==> src/rtl/sbus_pkg.sv <==
package sbus_pkg;
  localparam int unsigned FRAME_BITS = 48;
  localparam int unsigned POS_W      = $clog2(FRAME_BITS);
  localparam int unsigned LAST_POS   = FRAME_BITS - 1;
  localparam int unsigned B1A_POS    = 2;
  localparam int unsigned B2A_POS    = 15;
  localparam int unsigned B1B_POS    = 26;
  localparam int unsigned B2B_POS    = 37;
  localparam int unsigned FA_POS     = 13;
  localparam int unsigned N_POS      = 14;
  localparam int unsigned D3_POS     = 11;
  localparam int unsigned D2_POS     = 24;
  localparam int unsigned D1_POS     = 35;
  localparam int unsigned D0_POS     = 46;

  typedef enum logic [1:0] {ST_HUNT, ST_CONFIRM, ST_LOCK} rx_state_e;

  function automatic logic [FRAME_BITS-1:0] frame_pack(
      input logic [15:0] b1, input logic [15:0] b2,
      input logic [3:0] d, input logic [7:0] aux);
    logic [FRAME_BITS-1:0] v;
    v = '0;
    for (int i = 0; i < 8; i++) begin
      v[B1A_POS+i] = b1[15-i];
      v[B1B_POS+i] = b1[7-i];
      v[B2A_POS+i] = b2[15-i];
      v[B2B_POS+i] = b2[7-i];
    end
    v[10] = aux[7]; v[23] = aux[6]; v[34] = aux[5]; v[45] = aux[4];
    v[D3_POS] = d[3]; v[D2_POS] = d[2]; v[D1_POS] = d[1]; v[D0_POS] = d[0];
    v[12] = aux[3];
    v[FA_POS] = aux[2];
    v[N_POS] = ~aux[2];
    v[25] = aux[1];
    v[36] = aux[0];
    // closing balance: zero (mark) when marks in 2..46 are odd
    v[LAST_POS] = ~(^(~v[D0_POS:B1A_POS]));
    return v;
  endfunction
endpackage

==> src/rtl/sbus_tx_framer.sv <==
module sbus_tx_framer
  import sbus_pkg::*;
(
  input  logic        clk_i,
  input  logic        rst_ni,
  input  logic [15:0] b1_i,
  input  logic [15:0] b2_i,
  input  logic [3:0]  d_i,
  input  logic [7:0]  aux_i,
  output logic        req_o,
  output logic        pos_o,
  output logic        neg_o
);
  logic [POS_W-1:0]      pos_q, nxt_pos;
  logic [FRAME_BITS-1:0] frame_q;
  logic                  last_pol_q, pend_q;
  logic                  load, bit_val, mark, pol;

  assign load    = (pos_q == POS_W'(LAST_POS));
  assign nxt_pos = load ? '0 : POS_W'(pos_q + 1'b1);
  assign req_o   = load;

  always_comb begin
    bit_val = load ? 1'b0 : frame_q[nxt_pos];
    mark    = ~bit_val;
    if (nxt_pos == '0 || pend_q) pol = last_pol_q;  // deliberate violation
    else                         pol = ~last_pol_q;
  end

  always_ff @(posedge clk_i or negedge rst_ni) begin
    if (!rst_ni) begin
      pos_q      <= POS_W'(LAST_POS);
      frame_q    <= '1;
      last_pol_q <= 1'b0;
      pend_q     <= 1'b0;
      pos_o      <= 1'b0;
      neg_o      <= 1'b0;
    end else begin
      if (load) frame_q <= frame_pack(b1_i, b2_i, d_i, aux_i);
      pos_q <= nxt_pos;
      pos_o <= mark & pol;
      neg_o <= mark & ~pol;
      if (mark && nxt_pos != '0) last_pol_q <= pol;
      if (nxt_pos == POS_W'(1)) pend_q <= 1'b1;
      else if (mark)            pend_q <= 1'b0;
    end
  end


  no_double_mark_chk: assert property (@(posedge clk_i) disable iff (!rst_ni)
    !(pos_o && neg_o));

  req_spacing_chk: assert property (@(posedge clk_i) disable iff (!rst_ni)
    req_o |=> !req_o);

  start_mark_chk: assert property (@(posedge clk_i) disable iff (!rst_ni)
    req_o |=> (pos_o || neg_o));
endmodule

==> src/rtl/sbus_rx_deframer.sv <==
module sbus_rx_deframer
  import sbus_pkg::*;
#(
  parameter int unsigned LOCK_HITS   = 3,
  parameter int unsigned LOSS_MISSES = 3,
  parameter int unsigned GAP_MIN     = 16
) (
  input  logic        clk_i,
  input  logic        rst_ni,
  input  logic        pos_i,
  input  logic        neg_i,
  output logic [15:0] b1_o,
  output logic [15:0] b2_o,
  output logic [3:0]  d_o,
  output logic        valid_o,
  output logic        lock_o,
  output logic        err_o
);
  localparam int unsigned CNT_MAX = (LOCK_HITS > LOSS_MISSES) ? LOCK_HITS : LOSS_MISSES;
  localparam int unsigned CW      = $clog2(CNT_MAX + 1);
  localparam int unsigned GW      = $clog2(GAP_MIN + 1);

  rx_state_e             state_q;
  logic [POS_W-1:0]      rpos_q;
  logic [CW-1:0]         cnt_q;
  logic [GW-1:0]         gap_q;
  logic                  seen_q, last_pol_q, pend_q;
  logic [FRAME_BITS-1:0] fv_q;
  logic                  mark, viol, cand, at_start;
  logic [15:0]           ext_b1, ext_b2;
  logic [3:0]            ext_d;

  assign mark     = pos_i | neg_i;
  assign viol     = mark && seen_q && (pos_i == last_pol_q);
  assign cand     = viol && (gap_q == GW'(GAP_MIN));
  assign at_start = (rpos_q == '0);
  assign lock_o   = (state_q == ST_LOCK);

  always_comb begin
    for (int i = 0; i < 8; i++) begin
      ext_b1[15-i] = fv_q[B1A_POS+i];
      ext_b1[7-i]  = fv_q[B1B_POS+i];
      ext_b2[15-i] = fv_q[B2A_POS+i];
      ext_b2[7-i]  = fv_q[B2B_POS+i];
    end
    ext_d = {fv_q[D3_POS], fv_q[D2_POS], fv_q[D1_POS], fv_q[D0_POS]};
  end

  always_ff @(posedge clk_i or negedge rst_ni) begin
    if (!rst_ni) begin
      state_q    <= ST_HUNT;
      rpos_q     <= '0;
      cnt_q      <= '0;
      gap_q      <= '0;
      seen_q     <= 1'b0;
      last_pol_q <= 1'b0;
      pend_q     <= 1'b0;
      fv_q       <= '1;
      b1_o       <= '0;
      b2_o       <= '0;
      d_o        <= '0;
      valid_o    <= 1'b0;
      err_o      <= 1'b0;
    end else begin
      valid_o <= 1'b0;
      err_o   <= (state_q == ST_LOCK) && viol && !at_start && !pend_q;
      if (mark && !seen_q)       gap_q <= '0;  // restart spacing at first mark
      else if (viol)             gap_q <= '0;
      else if (gap_q < GW'(GAP_MIN)) gap_q <= gap_q + 1'b1;
      if (mark) begin
        last_pol_q <= pos_i;
        seen_q     <= 1'b1;
      end
      if (state_q == ST_HUNT) begin
        if (cand) begin
          state_q <= ST_CONFIRM;
          rpos_q  <= POS_W'(1);
          cnt_q   <= CW'(1);
          pend_q  <= 1'b0;
        end
      end else begin
        rpos_q <= (rpos_q == POS_W'(LAST_POS)) ? '0 : POS_W'(rpos_q + 1'b1);
        fv_q[rpos_q] <= ~mark;
        if (rpos_q == POS_W'(1)) pend_q <= 1'b1;
        else if (mark)           pend_q <= 1'b0;
        if (state_q == ST_LOCK && rpos_q == POS_W'(LAST_POS)) begin
          valid_o <= 1'b1;
          b1_o    <= ext_b1;
          b2_o    <= ext_b2;
          d_o     <= ext_d;
        end
        if (at_start) begin
          if (state_q == ST_CONFIRM) begin
            if (!viol) begin
              state_q <= ST_HUNT;
              cnt_q   <= '0;
            end else if (cnt_q == CW'(LOCK_HITS - 1)) begin
              state_q <= ST_LOCK;
              cnt_q   <= '0;
            end else cnt_q <= cnt_q + 1'b1;
          end else begin
            if (viol) cnt_q <= '0;
            else if (cnt_q == CW'(LOSS_MISSES - 1)) begin
              state_q <= ST_HUNT;
              cnt_q   <= '0;
              seen_q  <= 1'b0;
            end else cnt_q <= cnt_q + 1'b1;
          end
        end
      end
    end
  end


  lock_entry_chk: assert property (@(posedge clk_i) disable iff (!rst_ni)
    $rose(lock_o) |-> $past(state_q == ST_CONFIRM));

  valid_locked_chk: assert property (@(posedge clk_i) disable iff (!rst_ni)
    valid_o |-> $past(state_q == ST_LOCK));

  err_locked_chk: assert property (@(posedge clk_i) disable iff (!rst_ni)
    err_o |-> $past(state_q == ST_LOCK));

  hunt_exit_chk: assert property (@(posedge clk_i) disable iff (!rst_ni)
    (state_q == ST_CONFIRM && $past(state_q == ST_HUNT)) |-> $past(viol && gap_q == GW'(GAP_MIN)));
endmodule

==> src/rtl/sbus_frame_codec.sv <==
module sbus_frame_codec
  import sbus_pkg::*;
#(
  parameter int unsigned LOCK_HITS   = 3,
  parameter int unsigned LOSS_MISSES = 3,
  parameter int unsigned GAP_MIN     = 16
) (
  input  logic        clk_i,
  input  logic        rst_ni,
  input  logic [15:0] tx_b1_i,
  input  logic [15:0] tx_b2_i,
  input  logic [3:0]  tx_d_i,
  input  logic [7:0]  tx_aux_i,
  output logic        tx_req_o,
  output logic        line_pos_o,
  output logic        line_neg_o,
  input  logic        line_pos_i,
  input  logic        line_neg_i,
  output logic [15:0] rx_b1_o,
  output logic [15:0] rx_b2_o,
  output logic [3:0]  rx_d_o,
  output logic        rx_valid_o,
  output logic        rx_lock_o,
  output logic        rx_err_o
);
  sbus_tx_framer u_tx (
    .clk_i (clk_i),
    .rst_ni(rst_ni),
    .b1_i  (tx_b1_i),
    .b2_i  (tx_b2_i),
    .d_i   (tx_d_i),
    .aux_i (tx_aux_i),
    .req_o (tx_req_o),
    .pos_o (line_pos_o),
    .neg_o (line_neg_o)
  );

  sbus_rx_deframer #(
    .LOCK_HITS  (LOCK_HITS),
    .LOSS_MISSES(LOSS_MISSES),
    .GAP_MIN    (GAP_MIN)
  ) u_rx (
    .clk_i  (clk_i),
    .rst_ni (rst_ni),
    .pos_i  (line_pos_i),
    .neg_i  (line_neg_i),
    .b1_o   (rx_b1_o),
    .b2_o   (rx_b2_o),
    .d_o    (rx_d_o),
    .valid_o(rx_valid_o),
    .lock_o (rx_lock_o),
    .err_o  (rx_err_o)
  );
endmodule

==> config.mk <==
export PLATFORM = sky130hd
export DESIGN_NAME = sbus_frame_codec
export DESIGN_NICKNAME = d
export VERILOG_FILES = /design/src/rtl/sbus_pkg.sv /design/src/rtl/sbus_tx_framer.sv /design/src/rtl/sbus_rx_deframer.sv /design/src/rtl/sbus_frame_codec.sv
export SDC_FILE = /design/constraint.sdc
export NUM_CORES = 1
export LEC_CHECK = 0
export BUFFER_PORTS_ARGS = -buffer_cell sky130_fd_sc_hd__buf_2
export CAP_MARGIN = 20
export CORE_ASPECT_RATIO = 0.7
export CORE_UTILIZATION = 58
export CTS_CLUSTER_DIAMETER = 150
export DETAILED_ROUTE_END_ITERATION = 10
export GPL_ROUTABILITY_DRIVEN = 0
export HOLD_SLACK_MARGIN = 0.12
export PLACE_DENSITY_LB_ADDON = 0.1
export SLEW_MARGIN = 20
export SYNTH_ARGS = -nofsm -noshare
export SYNTH_HDL_FRONTEND = slang
export SYNTH_SLANG_ARGS = --single-unit
==> constraint.sdc <==
create_clock -name clk_i -period 3.65 [get_ports clk_i]
set_input_delay 0.1825 -clock clk_i [delete_from_list [all_inputs] [get_ports clk_i]]
set_output_delay 0.1825 -clock clk_i [all_outputs]
set_load 0.01 [all_outputs]
==> Yosys cells after proc, flatten, opt, wreduce, memory -nomap -nowiden <==
Index checks and enable logic that the tools add are counted.
{ "op_classes": {"div_mod_pow": 0, "eq_ne": 13, "multipliers": 0, "reduce_logical": 27, "n_bitwise": 11, "muxes": 42, "n_shift": 0, "n_lt_le_gt_ge": 4, "add_sub_neg": 4} }
{ "ops": {"columns": ["operator", "n"], "rows": [
  ["48-bit bitwise mux", 1],
  ["45-bit inverter", 1],
  ["45-bit XOR reduction", 1],
  ["2-bit 2-to-1 mux", 14],
  ["6-bit 2-to-1 mux", 4],
  ["1-bit 2-to-1 mux", 18],
  ["5-bit 2-to-1 mux", 3],
  ["6-bit by 7-bit less-than comparator with 1-bit output, second input constant", 2],
  ["6-bit by 1-bit adder with 6-bit output, second input constant", 2],
  ["6-bit by 1-bit equality test with 1-bit output, second input constant", 2],
  ["6-bit equality test, second input constant", 2],
  ["6-bit logical NOT", 2],
  ["1-bit logical AND", 10],
  ["3-bit nonzero test", 3],
  ["1-bit inverter", 7],
  ["1-bit binary-select mux with 6-bit select", 1],
  ["1-bit demux with 6-bit select", 1],
  ["6-bit by 1-bit >= comparator with 1-bit output, second input constant", 1],
  ["3-bit inequality test, second input constant", 2],
  ["2-bit AND reduction", 3],
  ["6-bit nonzero test", 1],
  ["5-bit by 1-bit adder with 5-bit output, second input constant", 1],
  ["5-bit equality test, second input constant", 1],
  ["5-bit less-than comparator, second input constant", 1],
  ["other kinds (13)", 17]
]} }
{ "totals": {"inputBits": 48, "register_bits": 162, "mem_bits_ro": 0, "latchBits": 0, "out_inout_bits": 42, "memories": 0, "wordCells": 120, "ramBits": 0} }

==> Logic depth before layout (Yosys ltp) <==
Gate-level depths: netlist of the first run.
{ "logic_depth": {"depth_word": 7, "ltp_mapped": 13, "ltp_nobuf": 9} }

==> Hierarchy <==
Synthesis of the first run repeated with hierarchy kept, for this count alone.
{ "hier_totals": {"cells_unflattened": 689, "area_unflattened_um2": 7344.5} }
{ "modules_own_cells": {"columns": ["mod", "cells_per_inst", "seq_area_each_um2", "n_inst", "area_each_um2"], "rows": [
  ["sbus_rx_deframer", 331, 2347.3, 1, 4092.7],
  ["sbus_tx_framer", 358, 1491.4, 1, 3251.9]
]} }

==> Worst setup path before layout of the first run <==
Ideal clock, no wire load.
{ "synth_path": {"path_kind": "register -> register", "start": "register u_tx.pos_q[0]", "end": "register u_tx.pend_q", "required_ns": 3.529, "setup_time_ns": 0.121, "n_path_buf": 3, "period_less_slack_ns": 3.001, "arrival_time_ns": 2.880, "path_stages_with_launch": 12, "slack_ns": 0.649, "path_cell_list": "dfstp_2 buf_2 clkbuf_1 inv_1 ha_1 buf_2 mux4_2 a311oi_1 o21ai_0 o21ai_0 o21ai_1 a22o_1"} }
{ "synth_between": {"elab_chain_cells": 6, "word_cells_on_any_way": 9, "classes_between": "1 x add/sub; 3 x eq/ne; 5 x mux"} }
{ "synth_rtl": {"columns": ["element", "line", "text"], "rows": [
  ["start, declared", "sbus_tx_framer.sv:14", "logic [POS_W-1:0] pos_q, nxt_pos;"],
  ["start signal, assigned", "sbus_tx_framer.sv:32", "pos_q <= POS_W'(LAST_POS);"],
  ["start signal, assigned", "sbus_tx_framer.sv:40", "pos_q <= nxt_pos;"],
  ["6-bit by 1-bit adder with 6-bit output / 6-bit equality test (equally long branches)", "sbus_tx_framer.sv:20, sbus_tx_framer.sv:19", null],
  ["6-bit 2-to-1 mux (*)", "sbus_tx_framer.sv:20", "assign nxt_pos = load ? '0 : POS_W'(pos_q + 1'b1);"],
  ["net u_tx.nxt_pos[1]", "sbus_tx_framer.sv:14", null],
  ["1-bit binary-select mux with 6-bit select", "sbus_tx_framer.sv:24", "bit_val = load ? 1'b0 : frame_q[nxt_pos];"],
  ["1-bit 2-to-1 mux (not written as such)", "sbus_tx_framer.sv:24", null],
  ["1-bit 2-to-1 mux", "sbus_tx_framer.sv:24", null],
  ["2-bit inequality test (no source line)", null, null],
  ["end signal, assigned", "sbus_tx_framer.sv:35", "pend_q <= 1'b0;"],
  ["end signal, assigned", "sbus_tx_framer.sv:44", "if (nxt_pos == POS_W'(1)) pend_q <= 1'b1;"],
  ["end signal, assigned", "sbus_tx_framer.sv:45", "else if (mark) pend_q <= 1'b0;"],
  ["end, declared", "sbus_tx_framer.sv:16", "logic last_pol_q, pend_q;"]
]} }
The timed path passes the listed nets; every way through them passes the cells marked *. The select of a mux whose other input is x is not followed.
A chain may end at the register's enable or synchronous reset.

==> Worst setup path in the final report of the first run <==
Same ends and word-level chain as after synthesis.

==> impl_results.md, run 1 <==
* Status: finished, final reports clean
* Total power at 4061 uW
* CP startpoint: u_tx.pos_q[0]
* Commonest cells post-synth: nand2_1 (164), dfstp_2 (88), dfrtp_1 (61)
* Synth unique cells at 60
* Worst-skew pair later-pin latency at 0.42 ns
* Number of core rows at 33
* Critical path data arrival time at 3.42 ns
* Remaining DRCs at 0
* Non-filler instance count after layout at 973
* Initial core utilization at 60.54%
* Ys flop type: dfstp_2
* Hold WS at 0.2964 ns
* PD cells at 461.8 nW/um2
* Area growth syn-to-layout at 22.14%
* Routed Antenna Nets at 0
* Placed Instances at 896
* Final #Nets at 859
* Cell family with most CP delay: flip-flops
* H-Tree Level Count at 4
* DR iter-0 viols at 498
* Wire per inst at 17.48 um
* Worst rel slew slack at 31.00%
* Ports at 90
* Synth Register Bits at 149
* Overall routing resource usage at 28.43%
* Worst path max stage delay at 0.77 ns
* Syn nets at 739
* ANT cells at 0
* Synth top area share at 32.12%
* Max-slew violation count at 0
* Worst Tran Pin Value at 1.033 ns
* Most frequent cell after synthesis: nand2_1
* DR vias/cell at 5.735
* PortBufs at 89
* Overflow after GRT at 0
* Die Wd at 135.2 um
* Clock skew at 0.01160 ns
* Syn Area/Cell at 10.54 um2
* Crit. End Element: flop
* Static Leak at 0.003917 uW
* Startpoint Class: flop
* Worst path cell trace: inv_1 -> ha_1 -> buf_4 -> mux2i_1 -> mux2i_1 -> mux2i_1 -> nor3_1 -> o32ai_1 -> o21ai_1 -> a22o_1
* CTS root buffer: clkbuf_16
* Max-cap violation count at 0
* Antenna violations before repair at 0
* Vias in the first global route at 5,492
* CP max-delay cell: dfstp_2
* First-pass iteration count of the detailed router at 5
* TritonCTS clock tree: built
* Ratio of cells with drive above 1 in the final layout at 33.46%
* Final period utilization at 85.18%
* Die Area at 12,870 um2
* Synth area leaders: dfstp_2 (32%), dfrtp_1 (21%), nand2_1 (8.6%)
* Final HPWL DP at 11,260 um
* Crit Path Class: reg2reg
* Via count at 5,580
* Count of flip-flops with a built-in enable after synthesis at 0
* First-pass GRT wire length at 28,020 um
* CP required at 3.96 ns
* Sequential area share after synthesis at 53.32%
* Final hold vios at 0
* Worst Path Max Fanout at 24
* Mapped Area at 7199 um2
* Synth warnings at 0
* VDD IR max at 0.3548 mV
* Worst path bufs/invs at 2
* Biggest area consumer among synthesized cells: dfstp_2
* CTS Buf Count at 17
* Final setup viols at 0
* Fmax at 0.3216 GHz
* Most frequent CP cell: mux2i_1
* CTS max path bufs at 2
* Final instance area at 8793 um2
* Die Height at 95.22 um
* Core area at 11,890 um2
* Min-delay worst type: in2reg
* Largest net degree at the start of global routing at 105
* Cell area after placement at 7729 um2
* Clk sinks at 149
* Clock transition at path regs at 0.06 ns
* RSZ-0062 raised after global routing: no
* R2r startpoint: u_tx.pos_q[0]
* Hold_sp: line_neg_i
* Min Tclk post-route at 3.109 ns
* Syn Inst Count at 683
* Post-synth ARST share at 100.0%
* Final WL at 17,010 um
* TNS Setup at 0 ns
[final cells by class]
| type | instances | area [um2] |
|---|---|---|
| clock buffer | 20 | 446.7 |
| clock inverter | 12 | 167.7 |
| fill | 828 | 3098 |
| inverter | 13 | 51.30 |
| multi-input combinational | 484 | 3161 |
| sequential | 149 | 3839 |
| tap | 157 | 196.4 |
| timing repair buffer | 138 | 932.1 |
[cells in the final DEF, fill, tap and decap left out, drive strengths merged, types with 3 or more instances in the layout]
master,instances
nand2b,4
dfrtp,61
buf,93
ha,8
nand2,165
nor2,22
a21oi,10
nor2b,7
nor3,10
a31oi,4
bufinv,3
dfstp,88
xor2,9
mux2i,18
or3,3
mux4,3
o21ai,49
xnor2,41
clkbuf,20
o41ai,25
nor4,5
mux2,47
inv,17
o211ai,3
and2,6
dlygate4sd3,45
nand3,11
clkinv,4
nor3b,4
[per-layer routing]
layer,wire [um],vias to the layer above,GRT usage (%),part of all wire [%]
met5,0,-,0,0
met4,131,0,7.116,0.77
met3,1002,17,6.486,5.9
met2,7510,194,41.58,44
met1,8368,2753,42.64,49
li1,-,2616,-,-
[power by group]
group	switching, uW	total, uW	internal [uW]
clock network	706	1810	1110
logic	213	424	212
registers	50.2	1820	1770
[repair_timing]
item	4_1_cts	5_1_grt
setup endpoints to repair	0	0
setup buffers	0	0
endpoints found under the hold margin	92	0
hold buffers	45	0
gates resized for setup	0	0
[worst reg2reg max path: stages (launching register included)]
cell	delay (ns)
dfstp_2	0.77
inv_1	0.12
ha_1	0.43
buf_4	0.33
mux2i_1	0.28
mux2i_1	0.10
mux2i_1	0.14
nor3_1	0.08
o32ai_1	0.41
o21ai_1	0.15
a22o_1	0.20
[path summary, 6_finish.rpt]
check	cells after the start	slack (ns)	endpoint
setup / recovery	10	0.54	u_tx.pend_q
hold / removal	2	0.30	u_rx.last_pol_q
setup reg to reg	10	0.54	u_tx.pend_q
hold reg to reg	1	0.43	u_rx.err_o
max in group asynchronous	3	2.28	u_rx.fv_q[26]
min in group asynchronous	2	0.43	u_rx.b1_o[12]
[state kept, by name (all words and copies together) (netlist names), 2 cells and up]
register	flops
u_rx.state_q	2
u_tx.pos_q	6
u_tx.frame_q	47
u_rx.gap_q	5
u_rx.rpos_q	6
u_rx.cnt_q	2
u_rx.b2_o	16
u_rx.d_o	4
u_rx.b1_o	16
u_rx.fv_q	36
[per-stage QoR]
stage	setup WS, ns	utilization, %
final	0.5408	73.95
after floorplan	0.6486	-
after detailed placement	0.5731	64.99
after global routing	0.3002	73.95
after CTS	0.5696	73.95
after global placement	0.8079	64.99
[logic make-up (layout without fill, tap and decap cells)]
group                    count (synthesis)  after routing  synth area share (%)
AO/OA/AOI/OAI                          111            111                 10.25
XOR/XNOR                                50             50                 6.187
adder cells (fa/ha/maj)                  8              8                 1.390
buffers and inverters                   50            183                 2.850
flip-flops                             149            149                 53.32
multiplexers                            68             68                 10.79
AND/OR/NAND/NOR                        247            247                 15.21
No activity file was read; power rests on OpenSTA's default activity.
==> inputs of run 2 (changes only) <==
clock period = 2.9 ns   (was 3.65 ns; I/O delays follow)
==> run 2 against run 1 <==
Die area stayed put. Non-clock buffer count grew 9. Routed wire length is 2.3% higher. Maximum frequency grew 11%. Final cell count increased by 0.92%. Power grew 23%. Flip-flop and latch count is the same. Sequential power increased by 26%. Sequential share of layout area shrank 0.31 points. Clock power grew 20%. Critical path type unchanged. Critical endpoint is now u_tx.neg_o. Largest power group unchanged.
==> impl_results.md, run 2 (synthesis gave the netlist of run 1 again) <==
* Status: finished, final reports clean
* Hold WS at 0.2750 ns
* TritonCTS clock tree: built
* TNS Setup at 0 ns
* VDD IR max at 0.4621 mV
* Clock skew at 0.007899 ns
* Worst rel slew slack at 45.34%
* PortBufs at 89
* Antenna violations before repair at 0
* Worst-skew pair later-pin latency at 0.42 ns
* Max-cap violation count at 0
* Final period utilization at 96.23%
* Crit Path Class: reg2reg
* First-pass GRT wire length at 27,910 um
* Die Area at 12,870 um2
* Worst Tran Pin Value at 0.8169 ns
* Most frequent cells in the layout: nand2_1 (164), buf_2 (88), dfstp_2 (88)
* Largest net degree at the start of global routing at 69
* Most common cell after layout, fill and taps aside: nand2_1
* Final WL at 17,400 um
* CP required at 3.26 ns
* Routed Antenna Nets at 0
* Via count at 5,729
* Min Tclk post-route at 2.791 ns
* Startpoint Class: flop
* Overflow after GRT at 0
* Most flops, register: u_tx.frame_q
* Critical path data arrival time at 3.15 ns
* Register-to-Register Path Depth at 9
* H-Tree Level Count at 4
* Final setup viols at 0
* Core area at 11,890 um2
* Ports at 90
* Clock transition at path regs at 0.07 ns
* Fmax at 0.3583 GHz
* Final instance area at 8857 um2
* Die Wd at 135.2 um
* Total power at 5012 uW
* Max FFs per register at 47
* CTS Buf Count at 17
* PD cells at 565.8 nW/um2
* Clk sinks at 149
* Biggest regs: u_tx.frame_q x47, u_rx.fv_q x36
* Area growth syn-to-layout at 23.03%
* Final #Nets at 868
* Overall routing resource usage at 28.82%
* Non-filler instance count after layout at 982
* DR vias/cell at 5.834
* Min-delay worst type: in2async
* Final HPWL DP at 11,700 um
* First-pass iteration count of the detailed router at 6
* Remaining DRCs at 0
* Ratio of cells with drive above 1 in the final layout at 34.67%
* Number of core rows at 33
* ANT cells at 0
* Crit. End Element: flop
* RSZ-0062 raised after global routing: yes
* Cell area after placement at 7809 um2
* CTS max path bufs at 2
* DR iter-0 viols at 393
* Max-slew violation count at 0
* Worst Path Max Fanout at 18
* Placed Instances at 905
* Initial core utilization at 60.54%
* Final hold vios at 0
* Post-CTS setup buffer count at 0
* Static Leak at 0.003961 uW
* Wire per inst at 17.72 um
* Die Height at 95.22 um
* Vias in the first global route at 5,329
* CTS root buffer: clkbuf_16
[run 2: what timing repair did]
action | CTS | global route
endpoints found under the setup margin | 0 | 4
endpoints found under the hold margin | 110 | 0
resized for setup | 0 | 4
hold buffers | 45 | 0
[run 2: area by class of cell]
type	instances	area, um2
Sequential cell	149	3839
Clock buffer	17	425.4
Multi-Input combinational cell	484	3171
Timing Repair Buffer	147	1016
Fill cell	812	3034
Clock inverter	15	158.9
Tap cell	157	196.4
Inverter	13	51.30
[run 2: final timing paths]
path                            slack [ns]              from          endpoint
worst max-delay path                  0.11     u_tx.pos_q[0]        u_tx.neg_o
worst max register to register        0.11     u_tx.pos_q[0]        u_tx.neg_o
min in group clk_i                    0.30        line_neg_i   u_rx.last_pol_q
worst min register to register        0.46  u_tx.frame_q[37]  u_tx.frame_q[37]
max in group asynchronous             1.71            rst_ni  u_tx.frame_q[14]
worst min-delay path                  0.28            rst_ni     u_rx.b1_o[11]
[run 2: through the flow]
stage	setup slack [ns]	util, %
after floorplan	0.008684	-
after global placement	0.2657	65.67
after detailed placement	0.1183	65.67
after CTS	0.09043	74.37
after global routing	-0.01444	74.48
final	0.1094	74.48
[run 2: critical path, stage by stage (launching register included)]
cell and delay [ns]:
dfstp_2 0.53, buf_4 0.22, ha_1 0.26, and3_4 0.28
mux2i_2 0.40, inv_1 0.16, nor4_2 0.34, a21oi_1 0.16
xnor2_1 0.21, o211a_1 0.18
[run 2: power by group]
part	leakage [uW]	switching, uW	internal (uW)
Combinational	0.00197	274	269
Clock	0.000286	949	1220
Sequential	0.00170	67.2	2230
Total	0.00396	1290	3720
[run 2: per-layer routing]
metal,vias to the layer above,global-route usage [%],wire length [um]
met4,0,9.270,235
met2,273,39.79,7495
met1,2790,44.92,8090
met3,29,5.901,1580
met5,-,0,0
li1,2637,-,-
